`src/rtl/uvf_pkg.sv`:
```
package uvf_pkg;
   typedef enum logic [1:0] {
      DBN_NONE  = 2'd0,
      DBN_SHORT = 2'd1,
      DBN_MID   = 2'd2,
      DBN_LONG  = 2'd3
   } dbn_sel_e;
endpackage

```
`src/rtl/uvf_level_cmp.sv`:
```
module uvf_level_cmp #(
   parameter int unsigned SMP_W = 8,
   parameter int unsigned THR_W = 4
) (
   input  logic             clk,
   input  logic             rst_n,
   input  logic             smp_valid_i,
   input  logic [SMP_W-1:0] smp_data_i,
   input  logic [THR_W-1:0] thr_i,
   output logic             below_o
);
   localparam int unsigned TOP_LSB = SMP_W - THR_W;

   logic [THR_W-1:0] nib_q;

   // reset value: full scale, never below any threshold
   always_ff @(posedge clk or negedge rst_n) begin
      if (!rst_n)           nib_q <= '1;
      else if (smp_valid_i) nib_q <= smp_data_i[SMP_W-1:TOP_LSB];
   end

   assign below_o = (nib_q < thr_i);

   a_r2_capture: assert property (@(posedge clk) disable iff (!rst_n)
      smp_valid_i |=> (nib_q == $past(smp_data_i[SMP_W-1:TOP_LSB])));
   a_r2_hold: assert property (@(posedge clk) disable iff (!rst_n)
      !smp_valid_i |=> $stable(nib_q));
endmodule

```
`src/rtl/uvf_debounce.sv`:
```
module uvf_debounce #(
   parameter int unsigned CNT_W = 10
) (
   input  logic             clk,
   input  logic             rst_n,
   input  logic             tick_i,
   input  logic             restart_i,
   input  logic [CNT_W-1:0] term_i,
   input  logic             cond_i,
   output logic             state_o
);
   logic [CNT_W-1:0] cnt_q;
   logic             state_q;
   logic             last_tick;

   assign last_tick = (cnt_q == term_i - CNT_W'(1));

   always_ff @(posedge clk or negedge rst_n) begin
      if (!rst_n) begin
         cnt_q   <= '0;
         state_q <= 1'b0;
      end else if (restart_i || (cond_i == state_q)) begin
         cnt_q <= '0;
      end else if (term_i == '0) begin
         state_q <= cond_i;
      end else if (tick_i) begin
         if (last_tick) begin
            state_q <= cond_i;
            cnt_q   <= '0;
         end else begin
            cnt_q <= cnt_q + CNT_W'(1);
         end
      end
   end

   assign state_o = state_q;

   a_r3_move_on_tick: assert property (@(posedge clk) disable iff (!rst_n)
      (state_q != $past(state_q)) |-> ($past(tick_i) || ($past(term_i) == '0)));
   a_r4_cnt_bound: assert property (@(posedge clk) disable iff (!rst_n)
      (!restart_i && (term_i != '0)) |-> (cnt_q < term_i));
   a_r4_match_clears: assert property (@(posedge clk) disable iff (!rst_n)
      (cond_i == state_q) |=> (cnt_q == '0));
   a_r6_restart_clears: assert property (@(posedge clk) disable iff (!rst_n)
      restart_i |=> (cnt_q == '0));
endmodule

```
`src/rtl/uvf_avg_uv_mon.sv`:
```
module uvf_avg_uv_mon #(
   parameter int unsigned SMP_W      = 8,
   parameter int unsigned THR_W      = 4,
   parameter int unsigned T_SHORT    = 26,
   parameter int unsigned T_MID      = 104,
   parameter int unsigned T_LONG     = 1000,
   parameter int unsigned T_PG       = 26,
   parameter bit          PG_PATH_EN = 1'b1
) (
   input  logic             clk,
   input  logic             rst_n,
   input  logic             tick_i,
   input  logic             smp_valid_i,
   input  logic [SMP_W-1:0] smp_data_i,
   input  logic [THR_W-1:0] uv_thr_i,
   input  logic [1:0]       uv_dbn_sel_i,
   input  logic             pg_inc_en_i,
   input  logic             pg_dbn_sel_i,
   output logic             uv_flag_o,
   output logic             pg_uv_o
);
   import uvf_pkg::*;

   localparam int unsigned CNT_W = $clog2(T_LONG + 1);

   if (THR_W > SMP_W) begin : g_bad_width
      $error("threshold wider than sample");
   end
   if (!(T_SHORT <= T_MID && T_MID <= T_LONG && T_PG <= T_LONG)) begin : g_bad_terms
      $error("debounce terminal counts out of order");
   end

   logic             below;
   logic [THR_W-1:0] thr_q;
   logic [1:0]       sel_q;
   logic             pg_sel_q;
   logic             thr_chg;
   logic [CNT_W-1:0] main_term;
   logic             main_state;

   uvf_level_cmp #(.SMP_W(SMP_W), .THR_W(THR_W)) u_cmp (
      .clk        (clk),
      .rst_n      (rst_n),
      .smp_valid_i(smp_valid_i),
      .smp_data_i (smp_data_i),
      .thr_i      (uv_thr_i),
      .below_o    (below)
   );

   always_ff @(posedge clk or negedge rst_n) begin
      if (!rst_n) begin
         thr_q    <= '0;
         sel_q    <= '0;
         pg_sel_q <= 1'b0;
      end else begin
         thr_q    <= uv_thr_i;
         sel_q    <= uv_dbn_sel_i;
         pg_sel_q <= pg_dbn_sel_i;
      end
   end

   assign thr_chg = (thr_q != uv_thr_i);

   always_comb begin
      case (dbn_sel_e'(uv_dbn_sel_i))
         DBN_SHORT: main_term = CNT_W'(T_SHORT);
         DBN_MID:   main_term = CNT_W'(T_MID);
         DBN_LONG:  main_term = CNT_W'(T_LONG);
         default:   main_term = '0;
      endcase
   end

   uvf_debounce #(.CNT_W(CNT_W)) u_main_dbn (
      .clk      (clk),
      .rst_n    (rst_n),
      .tick_i   (tick_i),
      .restart_i(thr_chg || (sel_q != uv_dbn_sel_i)),
      .term_i   (main_term),
      .cond_i   (below),
      .state_o  (main_state)
   );

   assign uv_flag_o = main_state;

   if (PG_PATH_EN) begin : g_pg
      logic [CNT_W-1:0] pg_term;
      logic             pg_state;

      assign pg_term = pg_dbn_sel_i ? CNT_W'(T_PG) : '0;

      uvf_debounce #(.CNT_W(CNT_W)) u_pg_dbn (
         .clk      (clk),
         .rst_n    (rst_n),
         .tick_i   (tick_i),
         .restart_i(thr_chg || (pg_sel_q != pg_dbn_sel_i)),
         .term_i   (pg_term),
         .cond_i   (below),
         .state_o  (pg_state)
      );

      assign pg_uv_o = pg_inc_en_i & pg_state;
   end else begin : g_no_pg
      assign pg_uv_o = 1'b0;
   end

   a_r1_rise_needs_low: assert property (@(posedge clk) disable iff (!rst_n)
      $rose(uv_flag_o) |-> $past(below));
   a_r5_fall_needs_ok: assert property (@(posedge clk) disable iff (!rst_n)
      $fell(uv_flag_o) |-> !$past(below));
endmodule

```
`config.mk`:
```
export PLATFORM = sky130hd
export DESIGN_NAME = uvf_avg_uv_mon
export DESIGN_NICKNAME = d
export VERILOG_FILES = /design/src/rtl/uvf_pkg.sv /design/src/rtl/uvf_level_cmp.sv /design/src/rtl/uvf_debounce.sv /design/src/rtl/uvf_avg_uv_mon.sv
export SDC_FILE = /design/constraint.sdc
export NUM_CORES = 1
export LEC_CHECK = 0
export ABC_AREA = 1
export BUFFER_PORTS_ARGS = -buffer_cell sky130_fd_sc_hd__clkbuf_2
export CAP_MARGIN = 20
export CORE_MARGIN = 5
export CORE_UTILIZATION = 50
export CTS_CLUSTER_SIZE = 28
export DETAILED_ROUTE_END_ITERATION = 10
export GPL_TIMING_DRIVEN = 0
export PLACE_DENSITY = 0.74
export SLEW_MARGIN = 15
export SYNTH_ARGS = -nofsm -noshare
export SYNTH_HDL_FRONTEND = slang
export SYNTH_SLANG_ARGS = --single-unit
```
`constraint.sdc`:
```
create_clock -name clk -period 2.05 [get_ports clk]
set_clock_uncertainty 0.2 [all_clocks]
set_input_delay 0.205 -clock clk [delete_from_list [all_inputs] [get_ports clk]]
set_output_delay 0.205 -clock clk [all_outputs]
set_load 0.01 [all_outputs]
```
==> summary.txt, run 1 <==
Yosys
  – Yosys cell types: 28
  – Synthesized instance count: between 300 and 400
  – EDFF count, synth: 0
  – Top cell type's share of synthesized area: 30.6%
  – Fraction of the mapped netlist area in simple logic gates: 36.6%
  – Post-synthesis mux area share: 1.43%
  – Sequential area share after synthesis: 35.1%
  – Synth area leaders: dfrtp_1, nand2_1, inv_1, nand3_1, xor2_1
  – Netlist Area Pre-Place: ~2400 sq um
  – Synth warn: 0
  – Syn avg cell area: 7.03 sq um
  – Net Count, Synth: 366
  – Seq cells post-synth: 33
  – Post-Synth XOR/XNOR Area: 8.13%
  – Synth Flop Type: dfrtp_1
  – Largest family of logic cells by synthesized area: simple AND/OR/NAND/NOR gates
  – Area leader, netlist: dfrtp_1
  – Synth Area in Compound Gates: 3.22%
  – Synth async-reset ratio: 100%
  – Adder-Cell Fraction of Synth Area: 4.75%

Final layout
  – Cell area after layout: 2880 sq um
  – Share of layout cells above drive strength 1: between 10% and 20%
  – Final-stage net count: 405
  – Diodes inserted: 0
  – Area grow syn2layout: 21.4%
  – Final Non-Filler Cells: about 430

Worst setup path
  – Crit-path cells: ha_4 -> a21oi_2 -> nand2_2 -> inv_2 -> nand2_2 -> a21boi_4 -> buf_6 -> nand3_1 -> nand2_1
  – Worst path required time: around 2.1 ns
  – Crit path max-delay cell type: dfstp_2
  – Crit end category: flip-flop
  – Crit Path Class: flip-flop to flip-flop
  – Reg-to-reg startpoint: u_cmp.nib_q[3]
  – R2R Setup Slk: 0.11 ns
  – Worst path arrival time: 1.96 ns
  – Largest fanout on the critical path: 10
  – Reg2Reg Depth: 9
  – Worst setup SP type: flip-flop
  – Reg2Reg Capture Point: g_pg.u_pg_dbn.cnt_q[2]
  – Critical path origin: u_cmp.nib_q[3]
  – Worst path max stage delay: 0.57 ns
  – CP most frequent cell: nand2_2

Worst hold path
  – WHS Path Cells: 2
  – Hold Path Class: primary input to flip-flop
  – Hold Path Origin: smp_valid_i
  – Worst Hold End: u_cmp.nib_q[0]

Power and ir drop
  – Sw Ratio: 25.6%
  – PwrDens: 601 nW/um^2
  – P_leak: 0.00153 uW
  – Combinational Power Share: ~16%
  – Peak VDD IR: between 0.5 and 0.6 mV
  – Reg power frac: 40.8%
  – Clock Power Share: a little over two fifths
  – Pint: 1290 uW
  – Psw: 443 uW

Drt
  – DRT Wirelength: 5310 microns
  – Vias: 2163
  – Initial DRC count: 102
  – Drt first pass iters: 4
  – DRC: 0
  – Avg Vias per Cell: 5.02
  – Routed WL per cell: between 10 and 15 microns
  – DRT antenna net count: 0

Floorplan
  – Die Y: approximately 79 microns
  – Initial core utilization: 50.8%
  – Core Area: 4660 sq um
  – Die Area: approximately 6200 sq um
  – I/O Pins: 22
  – Die extent in x: 78.8 microns
  – FP Rows: 25

Run status
  – Failing checks: negative hold slack
  – Status: complete, but fails checks

Timing
  – Fin. Hold Viols: 1
  – Final Max Tran Viols: 0
  – Endpoints failing setup: 0
  – Final period util: 94.5%
  – Fin crit period: 1.94 ns
  – Relative slew slack: between 40 and 50%
  – TNS Setup: 0 ns
  – Worst Tran Pin Value: 0.826 ns
  – Hold Slack: -0.0195 ns
  – Max Fclk: 0.516 GHz

CTS
  – Worst-path clk slew: around 0.080 ns
  – CTS H-tree depth: 2
  – Root buf cell: clkbuf_8
  – Clock latency on the worst-skew pair: ~0.29 ns
  – TritonCTS buffer count: 5
  – CTS tree: built
  – # clock sinks: 33
  – Clk buf depth: 2

Global routing
  – Largest net degree at the start of global routing: 34
  – Vias in the first global route: 2141
  – Grt ovf: 0
  – Initial antenna violation count: 0
  – First-pass GRT wire length: 9000 microns
  – Met1 Use GR: roughly 22%
  – Overall routing resource usage: 17.9%
  – Routing usage on met2: 31.4%
  – GR peak layer: met2
  – Routing usage on met3: 3.40%

Placement
  – Routability cong.: 0.914
  – PortBufs: 17
  – Post-DP HPWL: 3650 microns
  – Dpl cell area: 2520 sq um
  – Placed insts: a little over 400

Run
  – Max-Cap Viols: 0
[layer usage]
metal / vias to the layer above / part of all wire (%)
met5: - / 0
met4: 0 / 0.77
met3: 6 / 5.0
met2: 54 / 47
met1: 979 / 47
li1: 1124 / -
[Yosys cell counts (2+ instances only)]
| master | n |
|---|---|
| nand3_1 | 34 |
| nand4_1 | 11 |
| buf_2 | 2 |
| nand2_1 | 104 |
| nor3_1 | 5 |
| clkbuf_2 | 2 |
| xor2_1 | 17 |
| mux2_2 | 3 |
| dfstp_2 | 4 |
| a21oi_1 | 4 |
| nand3b_1 | 2 |
| nor2_1 | 29 |
| o21ai_0 | 6 |
| ha_1 | 9 |
| inv_1 | 47 |
| buf_6 | 3 |
| clkinv_1 | 2 |
| dfrtp_1 | 29 |
| nor2_2 | 3 |
| inv_2 | 4 |
| nand2_2 | 2 |
| xnor2_1 | 5 |
| nor2_4 | 2 |
| or2_2 | 4 |
[power by group through the flow]
stage / logic (uW) / clock network [uW] / registers, uW
5_1_grt: 306 / 804 / 708
6_report: 272 / 752 / 706
3_3_place_gp: 213 / 0 / 714
3_5_place_dp: 220 / 0 / 716
2_1_floorplan: 148 / 0 / 711
4_1_cts: 244 / 768 / 704
[cell usage in the layout, fill, tap and decap left out, types with 3 or more instances in the layout]
| cell | count |
|---|---|
| nand3_2 | 3 |
| mux2_2 | 3 |
| inv_2 | 7 |
| nand2_2 | 6 |
| clkbuf_2 | 17 |
| xnor2_1 | 4 |
| nor2_1 | 28 |
| nand3_1 | 32 |
| buf_4 | 3 |
| nand4_1 | 11 |
| o21ai_0 | 6 |
| nand2_1 | 100 |
| dfstp_2 | 4 |
| nor3_1 | 5 |
| inv_1 | 44 |
| clkbuf_8 | 5 |
| or2_2 | 4 |
| dlygate4sd3_1 | 13 |
| ha_1 | 7 |
| xor2_1 | 17 |
| nor2_2 | 4 |
| dfrtp_1 | 29 |
[sequential cells by signal, indices dropped and copies added (netlist names)]
name and count:
u_cmp.nib_q 4, g_pg.u_pg_dbn.state_o 1, sel_q 2, thr_q 4
pg_sel_q 1, u_main_dbn.state_o 1, u_main_dbn.cnt_q 10, g_pg.u_pg_dbn.cnt_q 10
[cells by family after synthesis]
kind of cell / after synthesis
buf+inv: 61
mux: 3
xor+xnor: 22
flops: 33
compound gates: 12
simple gates: 197
fa+ha+maj: 9
[worst max-delay path by stage]
stage | cells after the start | to | slack (ns)
3_3_place_gp | 12 | u_main_dbn.cnt_q[7] | -0.31
2_1_floorplan | 11 | u_main_dbn.cnt_q[2] | 0.09
5_1_grt | 11 | g_pg.u_pg_dbn.cnt_q[5] | -0.0009
6_report | 9 | g_pg.u_pg_dbn.cnt_q[2] | 0.11
4_1_cts | 12 | u_main_dbn.cnt_q[8] | 0.03
3_5_place_dp | 12 | u_main_dbn.cnt_q[8] | -0.35
[worst max-delay path: cells and delay by family, from the launching register on]
kind                       cells  cell delay, ns
AOI/OAI and AO/OA              2            0.37
and+or+nand+nor                4            0.29
buffers and inverters          2            0.23
adders and majority gates      1            0.21
DFF                            1            0.57
[per-stage QoR]
step | setup WS, ns | total power (uW) | hold slack (ns) | utilization (%)
2_1_floorplan | 0.0906 | 859 | -0.291 | -
3_3_place_gp | -0.312 | 927 | 0.150 | 54.1
3_5_place_dp | -0.350 | 937 | 0.148 | 54.1
4_1_cts | 0.0259 | 1720 | 0.0330 | 60.2
5_1_grt | -0.000888 | 1820 | 0.0633 | 61.7
6_report | 0.112 | 1730 | -0.0195 | 61.7
[cell type report]
type	count	area [sq um]
fill	408	1780
multi-input combinational	243	1350
sequential	33	831
timing repair buffer	32	233
inverter	53	199
clock buffer	5	68.8
clock inverter	3	68.8
tap	54	67.6
buffer	8	63.8
[what timing repair did]
action | 4_1_cts | 5_1_grt
resized for setup | 1 | 20
endpoints found under the hold margin | 40 | 0
pin swaps | 0 | 5
hold buffers | 14 | 0
buffers inserted | 0 | 1
cloned | 0 | 1
setup endpoints to repair | 6 | 22
Power figures use the tool's default switching activity.
==> run 2: changes to the inputs <==
--- a/config.mk
+++ b/config.mk
@@ -5,7 +5,6 @@
 export SDC_FILE = /design/constraint.sdc
 export NUM_CORES = 1
 export LEC_CHECK = 0
-export ABC_AREA = 1
 export BUFFER_PORTS_ARGS = -buffer_cell sky130_fd_sc_hd__clkbuf_2
 export CAP_MARGIN = 20
 export CORE_MARGIN = 5
@@ -13,7 +12,8 @@
 export CTS_CLUSTER_SIZE = 28
 export DETAILED_ROUTE_END_ITERATION = 10
 export GPL_TIMING_DRIVEN = 0
-export PLACE_DENSITY = 0.74
+export PLACE_DENSITY = 0.75
+export REMOVE_ABC_BUFFERS = 1
 export SLEW_MARGIN = 15
 export SYNTH_ARGS = -nofsm -noshare
 export SYNTH_HDL_FRONTEND = slang
==> summary.txt, run 2 <==
Run status
  – Status: complete, but fails checks (unchanged)
  – Failing checks: negative setup slack (was negative hold slack)

Power and ir drop
  – Pint: 1050 uW (was 1290 uW)
  – Sw Ratio: 28.5% (was 25.6%)
  – Final Power: 1470 uW (was 1730 uW)
  – PwrDens: 561 nW/um^2 (was 601 nW/um^2)
  – Peak VDD IR: 0.455 mV (was 0.544 mV)
  – Combinational Power Share: 19.0% (was 15.7%)
  – Reg power frac: 48.2% (was 40.8%)
  – P_leak: 0.00102 uW (was 0.00153 uW)
  – Psw: 418 uW (was 443 uW)
  – Clock Power Share: 32.8% (was 43.5%)

Worst setup path
  – Reg2Reg Depth: 6 (was 9)
  – Worst setup SP type: flip-flop (unchanged)
  – Crit-path cells: ha_4 -> a2111o_1 -> nand3b_1 -> nand3_4 -> buf_4 -> nor4_4 (was ha_4 -> a21oi_2 -> nand2_2 -> inv_2 -> nand2_2 -> a21boi_4 -> buf_6 -> nand3_1 -> nand2_1)
  – R2R Setup Slk: -0.11 ns (was 0.11 ns)
  – Crit path max-delay cell type: dfstp_2 (unchanged)
  – Reg2Reg Capture Point: u_main_dbn.cnt_q[2] (was g_pg.u_pg_dbn.cnt_q[2])
  – Largest fanout on the critical path: 7 (was 10)
  – Worst path arrival time: 2.15 ns (was 1.96 ns)
  – Reg-to-reg startpoint: u_cmp.nib_q[1] (was u_cmp.nib_q[3])
  – Crit end category: flip-flop (unchanged)
  – Critical path origin: u_cmp.nib_q[1] (was u_cmp.nib_q[3])
  – Worst path required time: 2.05 ns (was 2.07 ns)
  – Worst path max stage delay: 0.56 ns (was 0.57 ns)
  – Crit Path Class: flip-flop to flip-flop (unchanged)

Drt
  – DRT antenna net count: 0 (unchanged)
  – Drt first pass iters: 4 (unchanged)
  – DRC: 0 (unchanged)
  – Avg Vias per Cell: 5.79 (was 5.02)
  – Vias: 1721 (was 2163)
  – Routed WL per cell: 17.3 microns (was 12.3 microns)
  – DRT Wirelength: 5150 microns (was 5310 microns)
  – Initial DRC count: 120 (was 102)

Timing
  – Fin. Hold Viols: 0 (was 1)
  – TNS Setup: -0.730 ns (was 0 ns)
  – Worst Tran Pin Value: 0.845 ns (was 0.826 ns)
  – RSZ-0062 raised after global routing: true
  – Final period util: 105% (was 94.5%)
  – Relative slew slack: 43.6% (was 44.9%)
  – Endpoints failing setup: 16 (was 0)
  – Max Fclk: 0.464 GHz (was 0.516 GHz)
  – Fin crit period: 2.16 ns (was 1.94 ns)
  – Hold Slack: 0.0381 ns (was -0.0195 ns)
  – Crit path setup slack, layout: -0.106 ns (was 0.112 ns)
  – Final Max Tran Viols: 0 (unchanged)

Global routing
  – Initial antenna violation count: 0 (unchanged)
  – Vias in the first global route: 1660 (was 2141)
  – First-pass GRT wire length: 7790 microns (was 9000 microns)
  – Overall routing resource usage: 19.5% (was 17.9%)
  – Grt ovf: 0 (unchanged)
  – Largest net degree at the start of global routing: 34 (unchanged)

CTS
  – Worst-path clk slew: 0.07 ns (was 0.08 ns)
  – Clock latency on the worst-skew pair: 0.29 ns (about the same)
  – TritonCTS buffer count: 5 (unchanged)
  – Clk buf depth: 2 (unchanged)
  – Root buf cell: clkbuf_8 (unchanged)
  – CTS H-tree depth: 2 (unchanged)
  – CTS tree: built (unchanged)
  – # clock sinks: 33 (unchanged)

Final layout
  – Area grow syn2layout: 39.1% (was 21.4%)
  – Most common cell after layout, fill and taps aside: dfrtp_1 (was nand2_1)
  – Share of layout cells above drive strength 1: 35.7% (was 19.4%)
  – Cell area after layout: 2610 sq um (was 2880 sq um)
  – Final-stage net count: 277 (was 405)
  – Most frequent cells in the layout: dfrtp_1, nand2_1, clkbuf_2, nand3_1, dlygate4sd3_1 (was nand2_1, inv_1, nand3_1, dfrtp_1, nor2_1)
  – Diodes inserted: 0 (unchanged)
  – Top Registers: g_pg.u_pg_dbn.cnt_q: 10 flops, u_main_dbn.cnt_q: 10 flops (unchanged)

Placement
  – PortBufs: 17 (unchanged)
  – Post-DP HPWL: 2780 microns (was 3650 microns)
  – Routability cong.: 0.813 (was 0.914)
  – Dpl cell area: 2000 sq um (was 2520 sq um)

Worst hold path
  – Hold Path Origin: smp_valid_i (unchanged)
  – Worst Hold End: u_cmp.nib_q[3] (was u_cmp.nib_q[0])
  – Hold Path Class: primary input to flip-flop (unchanged)
  – WHS Path Cells: 2 (unchanged)

Yosys
  – Syn avg cell area: 9.54 sq um (was 7.03 sq um)
  – Yosys cell types: 41 (was 28)
  – Top cell type's share of synthesized area: 38.6% (was 30.6%)
  – Seq cells post-synth: 33 (unchanged)
  – Netlist Area Pre-Place: 1880 sq um (was 2370 sq um)
  – Synth async-reset ratio: 100% (unchanged)
  – Post-synth top cells: dfrtp_1, nand2_1, nor2_1 (was nand2_1, inv_1, nand3_1)
  – Synth area leaders: dfrtp_1, ha_1, dfstp_2, xnor2_1, nand2_1 (was dfrtp_1, nand2_1, inv_1, nand3_1, xor2_1)
  – Synth warn: 0 (unchanged)
  – Most common cell in the netlist: dfrtp_1 (was nand2_1)
  – Synth Flop Type: dfrtp_1 (unchanged)
  – Synthesized instance count: 197 (was 337)
  – Sequential area share after synthesis: 44.2% (was 35.1%)
  – Area leader, netlist: dfrtp_1 (unchanged)
  – EDFF count, synth: 0 (unchanged)

Floorplan
  – FP Rows: 22 (was 25)
  – Core Area: 3660 sq um (was 4660 sq um)
  – Die Area: 5080 sq um (was 6220 sq um)
  – I/O Pins: 22 (unchanged)
  – Die extent in x: 71.3 microns (was 78.8 microns)
  – Initial core utilization: 51.3% (was 50.8%)
  – Die Y: 71.3 microns (was 78.8 microns)

Run
  – Max-Cap Viols: 0 (unchanged)
run 2: changes by cell type in the layout (fill, tap and decap cells not counted), moves of 5 or more:
cell,previous run,this run
buf_4,3,11
inv_1,44,8
inv_2,7,0
nand2_1,100,18
nand2_2,6,1
nand3_1,32,12
nand4_1,11,2
nor2_1,28,10
xnor2_1,4,10
xor2_1,17,4
run 2: area by class of cell:
class / count / area [sq um]
multi-input combinational: 153 / 1230
fill: 252 / 1050
sequential: 33 / 831
timing repair buffer: 47 / 375
clock buffer: 5 / 68.8
tap: 48 / 60.1
inverter: 8 / 30.0
clock inverter: 3 / 17.5
run 2: layer usage:
metal	share of wire (%)	up-vias	GRT usage, %
li1	-	818	-
met3	4.7	19	5.75
met1	38	832	23.2
met4	3.1	0	7.31
met5	0	-	0
met2	54	52	33.3
run 2: timing repair:
item                                    in CTS  in global routing
pin swaps                                    2                 16
endpoints found under the hold margin       40                  0
buffers inserted                             8                 10
endpoints found under the setup margin      16                 21
hold buffers                                12                  0
gates resized for setup                      5                 44
cloned                                       0                  1
run 2: worst max-delay path by stage:
| stage | end | slack [ns] | cells after the start |
|---|---|---|---|
| after CTS | u_main_dbn.cnt_q[2] | -0.04 | 5 |
| after detailed placement | u_main_dbn.cnt_q[9] | -0.43 | 10 |
| after floorplan | u_main_dbn.cnt_q[9] | -0.06 | 9 |
| after global placement | u_main_dbn.cnt_q[9] | -0.34 | 10 |
| final | u_main_dbn.cnt_q[2] | -0.11 | 6 |
| after global routing | u_main_dbn.cnt_q[2] | -0.18 | 6 |
run 2: kinds of logic (layout without fill, tap and decap cells):
kind of cell | count (synthesis) | after routing | share of synthesized area [%]
adders and majority gates | 9 | 9 | 5.99
AOI/OAI and AO/OA | 33 | 33 | 10.9
xor gates and xnor gates | 14 | 14 | 6.52
and+or+nand+nor | 88 | 89 | 25.0
DFF | 33 | 33 | 44.2
buffers and inverters | 12 | 63 | 2.80
muxes | 8 | 8 | 4.66
run 2: stage by stage:
| stage | utilization (%) | cells | worst slack, ns |
|---|---|---|---|
| global route | 71.4 | 297 | -0.183 |
| finish | 71.4 | 297 | -0.106 |
| global placement | 54.7 | 258 | -0.338 |
| CTS | 63.1 | 286 | -0.0380 |
| detailed placement | 54.7 | 258 | -0.427 |
| floorplan | - | 193 | -0.0587 |
run 2: worst max-delay path, delay by kind of cell, from the launching register on:
| kind | cells | cell delay (ns) |
|---|---|---|
| AO/OA/AOI/OAI | 1 | 0.45 |
| adder cells (fa/ha/maj) | 1 | 0.20 |
| buffers and inverters | 1 | 0.20 |
| flip-flops | 1 | 0.56 |
| AND/OR/NAND/NOR | 3 | 0.46 |
run 2: power by group through the flow:
stage	clock, uW	combinational [uW]	sequential, uW
after global placement	0	173	717
after global routing	529	303	710
after CTS	488	206	706
after detailed placement	0	177	718
final	481	278	707
after floorplan	0	112	713
==> run 3: changes to the inputs <==
==> constraint.sdc (replaced) <==
create_clock -name clk -period 2.05 [get_ports clk]
set_clock_uncertainty 0.2 [all_clocks]
set_input_delay 0.41 -clock clk [delete_from_list [all_inputs] [get_ports clk]]
set_output_delay 0.41 -clock clk [all_outputs]
set_load 0.01 [all_outputs]
==> summary.txt, run 3 (same netlist as run 2, synthesis figures left out) <==
Placement
  – PortBufs: 17 (unchanged)
  – Dpl cell area: 2000 sq um (unchanged)
  – Post-place setup slack: -0.632 ns (was -0.427 ns)
  – Routability cong.: 0.813 (unchanged)
  – Post-DP HPWL: 2780 microns (unchanged)
  – Placed insts: 258 (unchanged)

Timing
  – Fin crit period: 2.11 ns (was 2.16 ns)
  – Relative slew slack: 44.6% (was 43.6%)
  – Worst Tran Pin Value: 0.830 ns (was 0.845 ns)
  – Hold Slack: 0.00292 ns (was 0.0381 ns)
  – Endpoints failing setup: 6 (was 16)
  – Final Max Tran Viols: 0 (unchanged)
  – Max Fclk: 0.475 GHz (was 0.464 GHz)
  – Crit path setup slack, layout: -0.0564 ns (was -0.106 ns)
  – Final period util: 103% (was 105%)
  – Fin. Hold Viols: 0 (unchanged)
  – RSZ-0062 raised after global routing: true (unchanged)

Drt
  – DRT antenna net count: 0 (unchanged)
  – DRC: 0 (unchanged)
  – Vias: 1618 (was 1721)
  – Avg Vias per Cell: 5.68 (was 5.79)
  – Initial DRC count: 69 (was 120)
  – Drt first pass iters: 4 (unchanged)
  – DRT Wirelength: 4460 microns (was 5150 microns)
  – Routed WL per cell: 15.7 microns (was 17.3 microns)

Power and ir drop
  – Reg power frac: 50.2% (was 48.2%)
  – Psw: 383 uW (was 418 uW)
  – Combinational Power Share: 15.8% (was 19.0%)
  – PwrDens: 577 nW/um^2 (was 561 nW/um^2)
  – P_leak: 0.000975 uW (was 0.00102 uW)
  – Peak VDD IR: 0.437 mV (was 0.455 mV)
  – Pint: 1020 uW (was 1050 uW)
  – Sw Ratio: 27.3% (was 28.5%)
  – Clock Power Share: 34.0% (was 32.8%)

Worst setup path
  – Worst path required time: 2.07 ns (was 2.05 ns)
  – Crit path max-delay cell type: or4b_1 (was dfstp_2)
  – Cell family with most CP delay: simple AND/OR/NAND/NOR gates (was flip-flops)
  – Crit-path cells: buf_2 -> inv_2 -> ha_4 -> and4b_1 -> o2111ai_2 -> or2_4 -> or4b_1 -> a21oi_2 (was ha_4 -> a2111o_1 -> nand3b_1 -> nand3_4 -> buf_4 -> nor4_4)
  – Worst setup SP type: primary input (was flip-flop)
  – Crit end category: flip-flop (unchanged)
  – Crit Path Class: primary input to flip-flop (was flip-flop to flip-flop)
  – Worst path max stage delay: 0.46 ns (was 0.56 ns)
  – Largest fanout on the critical path: 6 (was 7)
  – WP buf/inv: 2 (was 1)
  – Worst path arrival time: 2.13 ns (was 2.15 ns)
  – R2R Setup Slk: -0.03 ns (was -0.11 ns)

Floorplan
  – I/O Pins: 22 (unchanged)
  – Die extent in x: 71.3 microns (unchanged)
  – Die Y: 71.3 microns (unchanged)
  – FP Rows: 22 (unchanged)
  – Initial core utilization: 51.3% (unchanged)
  – Die Area: 5080 sq um (unchanged)
  – Core Area: 3660 sq um (unchanged)

Global routing
  – Initial antenna violation count: 0 (unchanged)
  – Largest net degree at the start of global routing: 34 (unchanged)
  – Overall routing resource usage: 18.4% (was 19.5%)
  – First-pass GRT wire length: 7360 microns (was 7790 microns)
  – Grt ovf: 0 (unchanged)
  – Vias in the first global route: 1633 (was 1660)

Final layout
  – Share of layout cells above drive strength 1: 35.9% (was 35.7%)
  – Area grow syn2layout: 29.4% (was 39.1%)
  – Final Non-Filler Cells: 285 (was 297)
  – Reg area: 831 sq um (unchanged)
  – Most common cell after layout, fill and taps aside: dfrtp_1 (unchanged)
  – Final-stage net count: 265 (was 277)
  – Area of the multi-input gates: 1200 sq um (was 1230 sq um)
  – Fill cells: 270 (was 252)
  – Cell area after layout: 2430 sq um (was 2610 sq um)
  – Diodes inserted: 0 (unchanged)
  – Most frequent cells in the layout: dfrtp_1, buf_4, nand2_1, clkbuf_2, nor2_1 (was dfrtp_1, nand2_1, clkbuf_2, nand3_1, dlygate4sd3_1)
  – Top Registers: g_pg.u_pg_dbn.cnt_q: 10 flops, u_main_dbn.cnt_q: 10 flops (unchanged)

CTS
  – Clk buf depth: 2 (unchanged)
  – Root buf cell: clkbuf_8 (unchanged)
  – TritonCTS buffer count: 5 (unchanged)
  – Clock latency on the worst-skew pair: 0.29 ns (about the same)
  – CTS tree: built (unchanged)
  – Hold-fix buffers, CTS: 0 (was 12)
  – # clock sinks: 33 (unchanged)
  – CTS H-tree depth: 2 (unchanged)
  – Worst-path clk slew: 0.07 ns (about the same)

Run status
  – Status: complete, but fails checks (unchanged)
  – Failing checks: negative setup slack (unchanged)

Run
  – Max-Cap Viols: 0 (unchanged)

Worst hold path
  – Hold Path Class: primary input to asynchronous set/reset pin (was primary input to flip-flop)
run 3: cell count changes in the layout (fill, tap and decap cells not counted), sizes merged:
| cell | before | now |
|---|---|---|
| nand3 | 16 | 15 |
| buf | 18 | 20 |
| dlygate4sd3 | 12 | 0 |
| clkbuf | 22 | 21 |
run 3: repair_timing:
| item | in CTS | in global routing |
|---|---|---|
| hold endpoints to repair | 0 | 0 |
| buffers inserted | 10 | 9 |
| pin swaps | 5 | 7 |
| resized for setup | 14 | 23 |
| setup endpoints to repair | 21 | 15 |
run 3: layout make-up:
type,count,area share (%)
Clock inverter,3,0.721
Sequential cell,33,34.2
Tap cell,48,2.47
Clock buffer,5,2.83
Timing Repair Buffer,36,9.37
Multi-Input combinational cell,152,49.2
Inverter,8,1.24
run 3: layer usage:
layer	share of wire, %	wire length, microns	vias up	track usage (%)
met2	51	2280	31	31.5
met5	0	0	-	0
met1	43	1910	788	22.0
li1	-	-	792	-
met4	1.4	62	0	5.64
met3	4.5	203	7	5.47
run 3: worst paths after layout:
check | to | cells past startpoint | from
min | thr_q[0] | 1 | rst_n
max reg2reg | u_main_dbn.cnt_q[4] | 6 | u_cmp.nib_q[1]
max | u_main_dbn.cnt_q[9] | 8 | uv_dbn_sel_i[0]
min reg2reg | g_pg.u_pg_dbn.state_o | 1 | g_pg.u_pg_dbn.state_o
min in group clk | thr_q[1] | 1 | uv_thr_i[1]
max in group asynchronous | sel_q[1] | 1 | rst_n
run 3: stage by stage:
stage / TNS, ns / power [uW] / utilization [%]
2_1_floorplan: -0.609 / 825 / -
3_3_place_gp: -4.78 / 890 / 54.7
3_5_place_dp: -5.83 / 895 / 54.7
4_1_cts: -0.0778 / 1390 / 61.3
5_1_grt: -0.952 / 1480 / 66.4
6_report: -0.146 / 1400 / 66.4
run 3: power by group through the flow:
stage | logic (uW) | clock network, uW | registers, uW
after detailed placement | 177 | 0 | 718
after CTS | 198 | 488 | 707
after global routing | 247 | 526 | 709
after floorplan | 112 | 0 | 713
final | 222 | 477 | 705
after global placement | 173 | 0 | 717
